[config.mk]
export PLATFORM = sky130hd
export DESIGN_NAME = qcyc_sequencer
export DESIGN_NICKNAME = d
export VERILOG_FILES = /design/src/rtl/qcyc_pkg.sv /design/src/rtl/qcyc_phase_gen.sv /design/src/rtl/qcyc_flush_ctl.sv /design/src/rtl/qcyc_issue_stage.sv /design/src/rtl/qcyc_sequencer.sv
export SDC_FILE = /design/constraint.sdc
export NUM_CORES = 1
export LEC_CHECK = 0
export ABC_CLOCK_PERIOD_IN_PS = 3050
export CAP_MARGIN = 40
export CORE_UTILIZATION = 40
export CTS_CLUSTER_SIZE = 24
export DETAILED_ROUTE_END_ITERATION = 10
export GPL_TIMING_DRIVEN = 0
export PLACE_DENSITY = 0.81
export SETUP_SLACK_MARGIN = 0.05
export SKIP_LAST_GASP = 1
export SLEW_MARGIN = 20
export SYNTH_ARGS = -nofsm -noshare
export SYNTH_HDL_FRONTEND = slang
export SYNTH_HIERARCHICAL = 1
export SYNTH_SLANG_ARGS = --single-unit
[constraint.sdc]
create_clock -name clk -period 3.05 [get_ports clk]
set_input_delay 0.7625 -clock clk [delete_from_list [all_inputs] [get_ports clk]]
set_output_delay 0.7625 -clock clk [all_outputs]
set_load 0.05 [all_outputs]
[src/rtl/qcyc_pkg.sv]
package qcyc_pkg;
  // Default geometry of the instruction cycle.
  localparam int unsigned QCYC_PHASES = 4;
  localparam int unsigned QCYC_INSN_W = 14;
endpackage

[src/rtl/qcyc_phase_gen.sv]
module qcyc_phase_gen #(
  parameter int unsigned PHASES = qcyc_pkg::QCYC_PHASES,
  localparam int unsigned PH_W = (PHASES > 1) ? $clog2(PHASES) : 1
) (
  input  logic            clk,
  input  logic            rst,
  output logic [PH_W-1:0] phase_idx,
  output logic [PHASES-1:0] phase_oh,
  output logic            cycle_end
);
  localparam logic [PH_W-1:0] LAST = PH_W'(PHASES - 1);

  logic [PH_W-1:0] idx_q;
  logic            armed_q;

  always_ff @(posedge clk) begin
    if (rst) begin
      idx_q <= '0;
    end else if (idx_q == LAST) begin
      idx_q <= '0;
    end else begin
      idx_q <= idx_q + 1'b1;
    end
  end

  always_ff @(posedge clk) begin
    armed_q <= ~rst;
  end

  genvar g;
  generate
    for (g = 0; g < PHASES; g++) begin : g_dec
      assign phase_oh[g] = (idx_q == PH_W'(g));
    end
  endgenerate

  assign phase_idx = idx_q;
  assign cycle_end = (idx_q == LAST);

  AST_PHASE_STEP: assert property (@(posedge clk) disable iff (rst)
    armed_q |-> (idx_q == (($past(idx_q) == LAST) ? '0 : $past(idx_q) + 1'b1)));
  AST_PHASE_ONEHOT: assert property (@(posedge clk) disable iff (rst)
    $countones(phase_oh) == 1);
endmodule

[src/rtl/qcyc_flush_ctl.sv]
module qcyc_flush_ctl (
  input  logic clk,
  input  logic rst,
  input  logic cycle_end,
  input  logic skip_taken,
  input  logic pc_changed,
  output logic flush_q
);
  logic redirect;
  logic armed_q;

  assign redirect = skip_taken | pc_changed;

  always_ff @(posedge clk) begin
    if (rst) begin
      flush_q <= 1'b1;
    end else if (cycle_end) begin
      // A NOP cycle cannot redirect, so its strobes are dropped.
      flush_q <= ~flush_q & redirect;
    end
  end

  always_ff @(posedge clk) begin
    armed_q <= ~rst;
  end

  AST_FLUSH_ON_REDIRECT: assert property (@(posedge clk) disable iff (rst)
    (cycle_end && !flush_q && (skip_taken || pc_changed)) |=> flush_q);
  AST_NO_DOUBLE_FLUSH: assert property (@(posedge clk) disable iff (rst)
    (cycle_end && flush_q) |=> !flush_q);
  AST_FLUSH_HELD: assert property (@(posedge clk) disable iff (rst)
    (armed_q && !$past(cycle_end)) |-> $stable(flush_q));
endmodule

[src/rtl/qcyc_issue_stage.sv]
module qcyc_issue_stage #(
  parameter int unsigned INSN_W = qcyc_pkg::QCYC_INSN_W,
  parameter logic [INSN_W-1:0] NOP_WORD = '0
) (
  input  logic              clk,
  input  logic              rst,
  input  logic              cycle_end,
  input  logic              flush_q,
  input  logic [INSN_W-1:0] fetch_word,
  output logic [INSN_W-1:0] exec_insn
);
  logic [INSN_W-1:0] ir_q;
  logic              armed_q;

  always_ff @(posedge clk) begin
    if (rst) begin
      ir_q <= NOP_WORD;
    end else if (cycle_end) begin
      ir_q <= fetch_word;
    end
  end

  always_ff @(posedge clk) begin
    armed_q <= ~rst;
  end

  assign exec_insn = flush_q ? NOP_WORD : ir_q;

  AST_INSN_STABLE: assert property (@(posedge clk) disable iff (rst)
    (armed_q && !$past(cycle_end)) |-> $stable(exec_insn));
  AST_CAPTURE: assert property (@(posedge clk) disable iff (rst)
    cycle_end |=> (ir_q == $past(fetch_word)));
endmodule

[src/rtl/qcyc_sequencer.sv]
module qcyc_sequencer #(
  parameter int unsigned PHASES = qcyc_pkg::QCYC_PHASES,
  parameter int unsigned INSN_W = qcyc_pkg::QCYC_INSN_W,
  localparam int unsigned PH_W = (PHASES > 1) ? $clog2(PHASES) : 1
) (
  input  logic              clk,
  input  logic              rst,
  input  logic [INSN_W-1:0] fetch_word,
  input  logic              skip_taken,
  input  logic              pc_changed,
  output logic [PH_W-1:0]   phase_idx,
  output logic [PHASES-1:0] phase_onehot,
  output logic              exec_en,
  output logic [INSN_W-1:0] exec_insn,
  output logic              flush_cycle
);
  localparam logic [INSN_W-1:0] NOP_WORD = '0;

  logic cycle_end;
  logic flush_q;
  logic armed_q;

  qcyc_phase_gen #(.PHASES(PHASES)) u_phase (
    .clk       (clk),
    .rst       (rst),
    .phase_idx (phase_idx),
    .phase_oh  (phase_onehot),
    .cycle_end (cycle_end)
  );

  qcyc_flush_ctl u_flush (
    .clk        (clk),
    .rst        (rst),
    .cycle_end  (cycle_end),
    .skip_taken (skip_taken),
    .pc_changed (pc_changed),
    .flush_q    (flush_q)
  );

  qcyc_issue_stage #(.INSN_W(INSN_W), .NOP_WORD(NOP_WORD)) u_issue (
    .clk        (clk),
    .rst        (rst),
    .cycle_end  (cycle_end),
    .flush_q    (flush_q),
    .fetch_word (fetch_word),
    .exec_insn  (exec_insn)
  );

  assign exec_en     = cycle_end;
  assign flush_cycle = flush_q;

  always_ff @(posedge clk) begin
    armed_q <= ~rst;
  end

  AST_RESET_STATE: assert property (@(posedge clk) disable iff (rst)
    !armed_q |-> (phase_idx == '0 && flush_cycle && exec_insn == NOP_WORD));
  AST_EXEC_SINGLE: assert property (@(posedge clk) disable iff (rst)
    exec_en |=> !exec_en);
  AST_FLUSH_IS_NOP: assert property (@(posedge clk) disable iff (rst)
    flush_cycle |-> (exec_insn == NOP_WORD));
endmodule

==> results of run 1 <==
==> cells in the final DEF, fill, tap and decap left out, types with 3 or more instances in the layout <==
cell type,count
nor2_1,14
inv_1,3
mux2i_1,14
ha_1,4
dfxtp_1,17
nor2b_1,14
clkdlybuf4s50_1,39
clkbuf_4,3
==> flip-flops by register name, summed over array words and instances (netlist names) <==
register	flops
u_issue/ir_q	14
u_phase/phase_idx	2
u_flush/flush_q	1
==> critical path, cell delays in order (launching register included) <==
cell and delay [ns]:
dfxtp_1 0.43, ha_1 0.37, buf_4 0.16, clkdlybuf4s50_1 0.79
==> metal layers <==
layer,vias to the layer above,wire [um]
li1,330,-
met1,310,705
met2,15,842
met3,2,79
met4,0,10
met5,-,0
==> kinds of logic (layout without fill, tap and decap cells) <==
| family | count (synthesis) | after routing | share of synthesized area |
|---|---|---|---|
| buf+inv | 8 | 51 | 0.0758 |
| simple gates | 31 | 31 | 0.218 |
| fa+ha+maj | 4 | 4 | 0.0645 |
| compound gates | 2 | 2 | 0.0226 |
| flops | 17 | 17 | 0.439 |
| mux | 14 | 14 | 0.181 |
==> power by group <==
group	switching [mW]	internal, mW	total [mW]	leakage [nW]
clock network	0.0658	0.0487	0.115	0.0177
registers	0.00940	0.234	0.243	0.138
logic	0.0797	0.0660	0.146	0.287
total	0.155	0.348	0.503	0.443
==> worst min path at each step <==
stage,startpoint,end,slack [ns],cells past startpoint
after CTS,u_issue/ir_q[12]$_SDFFE_PP0P_,u_issue/ir_q[12]$_SDFFE_PP0P_,0.50,2
after global routing,u_issue/ir_q[12]$_SDFFE_PP0P_,u_issue/ir_q[12]$_SDFFE_PP0P_,0.52,2
final,u_issue/ir_q[1]$_SDFFE_PP0P_,u_issue/ir_q[1]$_SDFFE_PP0P_,0.49,2
after global placement,u_issue/ir_q[12]$_SDFFE_PP0P_,u_issue/ir_q[12]$_SDFFE_PP0P_,0.46,2
after detailed placement,u_issue/ir_q[12]$_SDFFE_PP0P_,u_issue/ir_q[12]$_SDFFE_PP0P_,0.47,2
after floorplan,u_issue/ir_q[0]$_SDFFE_PP0P_,u_issue/ir_q[0]$_SDFFE_PP0P_,0.45,2
==> layout make-up <==
type	instances	area share
sequential	17	0.278
inverter	3	0.00919
timing repair buffer	39	0.319
tap	25	0.0255
multi-input combinational	51	0.307
clock inverter	1	0.00409
clock buffer	3	0.0184
buffer	5	0.0388
==> cells in the mapped netlist <==
cell	instances
nor2b_1	14
nand2b_1	1
nor3_2	1
nor3b_2	1
o21ai_1	1
ha_1	4
dfxtp_1	17
inv_1	3
buf_4	1
nor2_1	14
buf_6	1
clkbuf_1	1
mux2i_1	14
buf_12	1
buf_2	1
o211ai_2	1
==> out/qor.txt, run 1 <==
Worst rel slew slack: 0.664
Final setup viols: 0
Setup bufs post-CTS: 0
Sequential share of the synthesized area: 0.439
Reg area: 340 um2
CTS max path bufs: 2
CTS tree: yes
FILL cells: 158
Outcome: finished, final reports clean
Total number of vias: 657
Total length of routed wires: 1.64 mm
# hold bufs at CTS: 0
Top cell type's share of synthesized area: 0.439
H-tree Lvls: 1
Final instance area: 1220 um2
Yosys Warn Count: 6
RSZ-0062 raised after global routing: no
Initial Utilization: 0.440
Cell Area, Synth: 776 um2
Crit share post-route: 0.918
Layer with the highest usage: met2
Hold Vio Cnt, Final: 0
Grt ovf: 0
DR WL/cell: 11.4 um
Max cap viols: 0
Number of CTS-inserted buffers: 3
Setup_tns: 0 ns
Pin count of the biggest net entering global routing: 11
Gate Count Post-Synth: 76
Critical Path AT: 2.04 ns
Total power: 0.503 mW
Post-route insts no fill: 144
Actual slew at the worst max-slew pin: 0.503 ns
Antenna viol nets, final: 0
Clk slew on worst S/H paths: 0.09 ns
Pleak: 0.443 nW
Routability congestion estimate: 0.721
Area of the multi-input gates: 377 um2
Area leader, netlist: dfxtp_1
Crit path launch type: register
Crit Path Max Fanout: 7
CP Class: reg -> out
Number of global-route vias before repair: 627
Initial antenna violation count: 0
IO Port Bufs: 39
Met3 usage: 0.0595
Reg2reg end: u_issue/ir_q[3]$_SDFFE_PP0P_
Worst setup path end: phase_onehot[3]
Hold Crit Class: reg -> reg
Drt initial violations: 2
Vias per cell: 4.56
Worst Skew: 0.00536 ns
Path depth of the worst reg2reg path: 5
Placed inst area: 1200 um2
Worst R2R Setup Slack: 1.53 ns
Library cells used by synthesis: 16
Synthesized flop and latch total: 17
First-pass GRT wire length: 2.76 mm
Setup crit start: u_phase/phase_idx[0]$_SDFF_PP0_
Worst-skew pair later-pin latency: 0.29 ns
DRC viols: 0
FF-to-FF Start: u_phase/phase_idx[0]$_SDFF_PP0_
CP endpoint kind: primary output
CTS sink cnt: 17
Die area: 2120 um2
Synthesis-to-finish area growth: 57.9%
Fin worst setup slack: 0.251 ns
Total I/O pin count: 40
Layout cells sized above 1: 0.0924
Met1 Resource Use GR: 0.221
Total core area: 1760 um2
Nets@finish: 142
Power density cells: 411 nW/um2
Num rows: 15
Critical path required time: 2.29 ns
Dpl hpwl: 1.28 mm
Synth area leaders: dfxtp_1 (44%), mux2i_1 (18%), nor2b_1 (11%), nor2_1 (6.8%), ha_1 (6.5%)
Highest Clock Rate: 357 MHz
Placed Cells: 140
Met2 usage: 0.321
Max IR drop VDD: 0.370 mV
Tmin final: 2.80 ns
Final core utilization: 0.694
Tot GR Track Use: 0.187
Dpl ws: 0.547 ns
Synth Net Count: 98
Die width: 46.0 um
Clock root buffer: clkbuf_4
Number of diodes: 0
Final Max Tran Viols: 0
Post_cts resized: 0
Hold slack final: 0.489 ns
Length of the first detailed-routing pass in iterations: 4
Chip Height: 46.0 um
Syn avg cell area: 10.2 um2
No activity file was read; power rests on OpenSTA's default activity.
==> run 2: changes to the inputs <==
DONT_BUFFER_PORTS = 1   (was unset)
PLACE_DENSITY = unset   (was 0.81)
==> run 2 against run 1 <==
  * Register-to-register slack worse by 0.71 ns
  * Clock-buffer cell count rose by 1
  * Critical path type unchanged
  * Cell area fell by 23%
  * Core utilization is 16 points lower
  * Setup slack got worse by 0.063 ns
  * Highest routed layer unchanged
  * Global-route usage is 5.1 points lower
  * First-iteration DRC count grew to 4.0 times the previous value
  * Via count decreased by 18%
  * Die area unchanged
  * Clock skew up 0.00068 ns
  * Critical path depth decreased by 1
  * Flip-flop and latch count unchanged
==> out/qor.txt, run 2 (synthesis gave the netlist of run 1 again) <==
CP endpoint kind: primary output
Total length of routed wires: 1.36 mm (-17%)
First-pass GRT wire length: 2.00 mm (-28%)
CTS max path bufs: 2 (unchanged)
Highest Clock Rate: 349 MHz (-2.2%)
Hold Crit Class: reg -> reg
CP Class: reg -> out
H-tree Lvls: 1 (unchanged)
Hold slack final: 0.490 ns (+0.000795 ns)
Final core utilization: 0.532 (-0.162)
Placed inst area: 912 um2 (-24%)
Actual slew at the worst max-slew pin: 0.751 ns (+0.248 ns)
Max FFs per register: 14 (unchanged)
Pin count of the biggest net entering global routing: 11 (unchanged)
DR WL/cell: 11.5 um (+0.83%)
Number of global-route vias before repair: 449 (-28%)
Layout cells sized above 1: 0.255 (+0.163)
Tot GR Track Use: 0.136 (-0.0508)
Grt ovf: 0 (unchanged)
Setup bufs post-CTS: 0 (unchanged)
Critical path required time: 2.29 ns (about the same)
Initial Utilization: 0.440 (unchanged)
Number of CTS-inserted buffers: 3 (unchanged)
Final instance area: 938 um2 (-23%)
Synthesis-to-finish area growth: 21.0%
Pleak: 0.373 nW (-16%)
Max cap viols: 0 (unchanged)
Total core area: 1760 um2 (unchanged)
Routability congestion estimate: 0.597 (-17%)
Total I/O pin count: 40 (unchanged)
IO Port Bufs: 0 (-100%)
RSZ-0062 raised after global routing: no
Clk slew on worst S/H paths: 0.09 ns (about the same)
Nets@finish: 117 (-18%)
Crit share post-route: 0.938 (+0.0205)
Length of the first detailed-routing pass in iterations: 3 (-1)
# hold bufs at CTS: 0 (unchanged)
Hold Vio Cnt, Final: 0 (unchanged)
Chip Height: 46.0 um (unchanged)
Initial antenna violation count: 0 (unchanged)
Number of diodes: 0 (unchanged)
Clock root buffer: clkbuf_4
Final setup viols: 0 (unchanged)
CTS tree: yes
Outcome: finished, final reports clean
Worst rel slew slack: 0.500 (-0.164)
Num rows: 15 (unchanged)
Post_cts resized: 0 (unchanged)
Most frequent cells in the layout: dfxtp_1 (17), buf_4 (15), nor2b_1 (14), mux2i_1 (14), nor2_1 (14)
CTS sink cnt: 17 (unchanged)
Max IR drop VDD: 0.252 mV (-32%)
Vias per cell: 4.54 (-0.54%)
DRC viols: 0 (unchanged)
Tmin final: 2.86 ns (+0.0625 ns)
Final Max Tran Viols: 0 (unchanged)
Worst Skew: 0.00603 ns (+0.000676 ns)
Most common cell after layout, fill and taps aside: dfxtp_1
Antenna viol nets, final: 0 (unchanged)
Crit Path Max Fanout: 7 (unchanged)
Worst R2R Setup Slack: 0.82 ns (-0.71 ns)
Critical Path AT: 2.10 ns (+0.06 ns)
Worst-skew pair later-pin latency: 0.27 ns (-0.02 ns)
Crit path launch type: register
Power density cells: 488 nW/um2 (+19%)
Drt initial violations: 8 (+6)
Top reg by flops: u_issue/ir_q
Total number of vias: 540 (-18%)
Setup_tns: 0 ns (unchanged)
Die area: 2120 um2 (unchanged)
Die width: 46.0 um (unchanged)
## run 2: cell types whose count changed in the layout (fill, tap and decap cells not counted)
| cell | before | now |
|---|---|---|
| clkbuf_1 | 1 | 2 |
| clkinv_2 | 1 | 0 |
| buf_4 | 1 | 15 |
| clkdlybuf4s50_1 | 39 | 0 |
## run 2: report_power, final
part	switching (mW)	total, mW	internal, mW	leakage, nW
clock	0.0620	0.113	0.0506	0.0150
sequential	0.0251	0.259	0.234	0.138
combinational	0.0549	0.0865	0.0316	0.220
## run 2: final timing paths
path,from,end,depth (start not counted)
worst max-delay path,u_phase/phase_idx[0]$_SDFF_PP0_,phase_onehot[3],2
worst min-delay path,u_issue/ir_q[8]$_SDFFE_PP0P_,u_issue/ir_q[8]$_SDFFE_PP0P_,2
worst max register to register,u_phase/phase_idx[0]$_SDFF_PP0_,u_issue/ir_q[6]$_SDFFE_PP0P_,5
worst min register to register,u_issue/ir_q[8]$_SDFFE_PP0P_,u_issue/ir_q[8]$_SDFFE_PP0P_,2
## run 2: critical path, cell delays in order (launching register included)
cell     delay [ns]
dfxtp_1        0.74
ha_1           0.76
buf_4          0.32
## run 2: metrics by stage
step | power, mW | std cells | worst slack, ns
3_3_place_gp | 0.349 | 101 | 0.507
4_1_cts | 0.466 | 119 | 0.166
6_report | 0.458 | 119 | 0.188
5_1_grt | 0.483 | 119 | 0.117
3_5_place_dp | 0.352 | 115 | 0.494
2_1_floorplan | 0.341 | 76 | 0.598
## run 2: routing by layer
layer,track usage,vias to the layer above,share of wire
met5,0,-,0
met4,0.0529,0,0.0073
met3,0.0357,2,0.054
met2,0.223,18,0.51
met1,0.170,244,0.43
li1,-,276,-
## run 2: area by class of cell
type / count / area, um2
Buffer: 5 / 47.5
Tap cell: 25 / 31.3
Timing Repair Buffer: 14 / 105
Clock buffer: 4 / 26.3
Multi-Input combinational cell: 51 / 377
Inverter: 3 / 11.3
Fill cell: 179 / 826
Sequential cell: 17 / 340
==> run 3: changes to the inputs <==
--- a/constraint.sdc
+++ b/constraint.sdc
@@ -3,2 +3,2 @@
 set_output_delay 0.7625 -clock clk [all_outputs]
-set_load 0.05 [all_outputs]
+set_load 0.01 [all_outputs]
==> run 3 against run 2 <==
  * Combinational power is 33% lower
  * Maximum frequency is 33% higher
  * Wire length is 3.8% lower
  * First-iteration DRC count is 88% lower
==> out/qor.txt, run 3 (synthesis gave the netlist of run 1 again) <==
Total I/O pin count: 40 (unchanged)
Layout cells sized above 1: 0.125 (-0.130)
Initial antenna violation count: 0 (unchanged)
RSZ-0062 raised after global routing: no
Clock root buffer: clkbuf_4
Highest Clock Rate: 465 MHz (+33%)
Tot GR Track Use: 0.137 (+0.000929)
Crit path max-delay cell type: dfxtp_1
Worst Skew: 0.00243 ns (-0.00360 ns)
Synthesis-to-finish area growth: 7.42%
CTS sink cnt: 17 (unchanged)
Max IR drop VDD: 0.204 mV (-19%)
Setup_tns: 0 ns (unchanged)
Num rows: 15 (unchanged)
CTS tree: yes
Nets@finish: 103 (-12%)
Grt ovf: 0 (unchanged)
DR WL/cell: 12.5 um (+9.0%)
Total length of routed wires: 1.31 mm (-3.8%)
Critical path required time: 2.29 ns (about the same)
# hold bufs at CTS: 0 (unchanged)
Worst R2R Setup Slack: 1.42 ns (+0.60 ns)
Final setup viols: 0 (unchanged)
Most frequent cells in the layout: dfxtp_1 (17), nor2b_1 (14), mux2i_1 (14), nor2_1 (14), ha_1 (4)
Hold Crit Class: reg -> reg
Setup bufs post-CTS: 0 (unchanged)
Placed Cells: 101 (-12%)
Worst-skew pair later-pin latency: 0.28 ns (about the same)
Chip Height: 46.0 um (unchanged)
Hold Vio Cnt, Final: 0 (unchanged)
Post_cts resized: 0 (unchanged)
Critical path's top delay family: flip-flops
CP Class: reg -> out
Crit Path Max Fanout: 7 (unchanged)
Initial Utilization: 0.440 (unchanged)
Post-route insts no fill: 105 (-12%)
Total core area: 1760 um2 (unchanged)
IO Port Bufs: 0 (unchanged)
Worst rel slew slack: 0.723 (+0.224)
Number of diodes: 0 (unchanged)
Number of global-route vias before repair: 437 (-2.7%)
Die area: 2120 um2 (unchanged)
Crit path cell chain: ha_1 > buf_4
Routability congestion estimate: 0.597 (unchanged)
Drt initial violations: 1 (-7)
Reg2reg end: u_issue/ir_q[2]$_SDFFE_PP0P_
Crit path launch type: register
H-tree Lvls: 1 (unchanged)
Vias per cell: 4.71 (+3.9%)
Path depth of the worst reg2reg path: 5 (unchanged)
Hold slack final: 0.490 ns (-0.000169 ns)
Worst setup path end: phase_onehot[3]
Max cap viols: 0 (unchanged)
FF-to-FF Start: u_phase/phase_idx[0]$_SDFF_PP0_
Top reg by flops: u_issue/ir_q
Antenna viol nets, final: 0 (unchanged)
Die width: 46.0 um (unchanged)
Final Max Tran Viols: 0 (unchanged)
Clk slew on worst S/H paths: 0.09 ns (about the same)
Pin count of the biggest net entering global routing: 11 (unchanged)
WP buf/inv: 1 (unchanged)
Power density cells: 503 nW/um2 (+3.0%)
Actual slew at the worst max-slew pin: 0.415 ns (-0.335 ns)
Number of CTS-inserted buffers: 3 (unchanged)
CTS max path bufs: 2 (unchanged)
Total number of vias: 495 (-8.3%)
Tmin final: 2.15 ns (-0.711 ns)
DRC viols: 0 (unchanged)
Outcome: finished, final reports clean
Most common cell after layout, fill and taps aside: dfxtp_1
Max FFs per register: 14 (unchanged)
First-pass GRT wire length: 1.92 mm (-4.1%)
Critical Path AT: 1.39 ns (-0.71 ns)
Length of the first detailed-routing pass in iterations: 2 (-1)
Critical path depth: 2 (unchanged)
Crit-path max cell delay: 0.48 ns (-0.28 ns)
CP endpoint kind: primary output
Setup crit start: u_phase/phase_idx[0]$_SDFF_PP0_
Pleak: 0.297 nW (-20%)
Total power: 0.419 mW (-8.5%)
Crit share post-route: 0.705 (-0.233)
## run 3: routing by layer
metal | global-route usage | vias up | wire length (um)
met2 | 0.194 | 18 | 636
met3 | 0.0357 | 2 | 78
li1 | - | 249 | -
met1 | 0.175 | 226 | 586
met5 | 0 | - | 0
met4 | 0.106 | 0 | 11
## run 3: how the worst min path moves through the flow
stage	endpoint	slack, ns	depth (start not counted)	start
6_report	u_issue/ir_q[9]$_SDFFE_PP0P_	0.49	2	u_issue/ir_q[9]$_SDFFE_PP0P_
5_1_grt	u_phase/phase_idx[0]$_SDFF_PP0_	0.50	1	rst
4_1_cts	u_issue/ir_q[3]$_SDFFE_PP0P_	0.50	2	u_issue/ir_q[3]$_SDFFE_PP0P_
3_5_place_dp	u_issue/ir_q[3]$_SDFFE_PP0P_	0.47	2	u_issue/ir_q[3]$_SDFFE_PP0P_
3_3_place_gp	u_issue/ir_q[0]$_SDFFE_PP0P_	0.46	2	u_issue/ir_q[0]$_SDFFE_PP0P_
2_1_floorplan	u_issue/ir_q[0]$_SDFFE_PP0P_	0.45	2	u_issue/ir_q[0]$_SDFFE_PP0P_
## run 3: power by group
group | internal (mW) | leakage (nW) | switching [mW]
combinational | 0.0287 | 0.144 | 0.0291
clock | 0.0507 | 0.0150 | 0.0649
sequential | 0.234 | 0.138 | 0.0118
## run 3: cell type report
class	instances	area, um2
Buffer	5	47.5
Multi-Input combinational cell	51	377
Fill cell	198	931
Tap cell	25	31.3
Clock buffer	4	26.3
Inverter	3	11.3
Sequential cell	17	340
## run 3: tightest hold or removal path: stages (launching register included)
cell and delay [ns]:
dfxtp_1 0.33, mux2i_1 0.06, nor2_1 0.07
## run 3: through the flow
| step | setup slack, ns | util | cell area, um2 |
|---|---|---|---|
| 3_3_place_gp | 1.22 | 0.457 | 807 |
| 6_report | 0.899 | 0.472 | 833 |
| 4_1_cts | 0.874 | 0.472 | 833 |
| 3_5_place_dp | 1.21 | 0.457 | 807 |
| 2_1_floorplan | 1.32 | - | 776 |
| 5_1_grt | 0.811 | 0.472 | 833 |
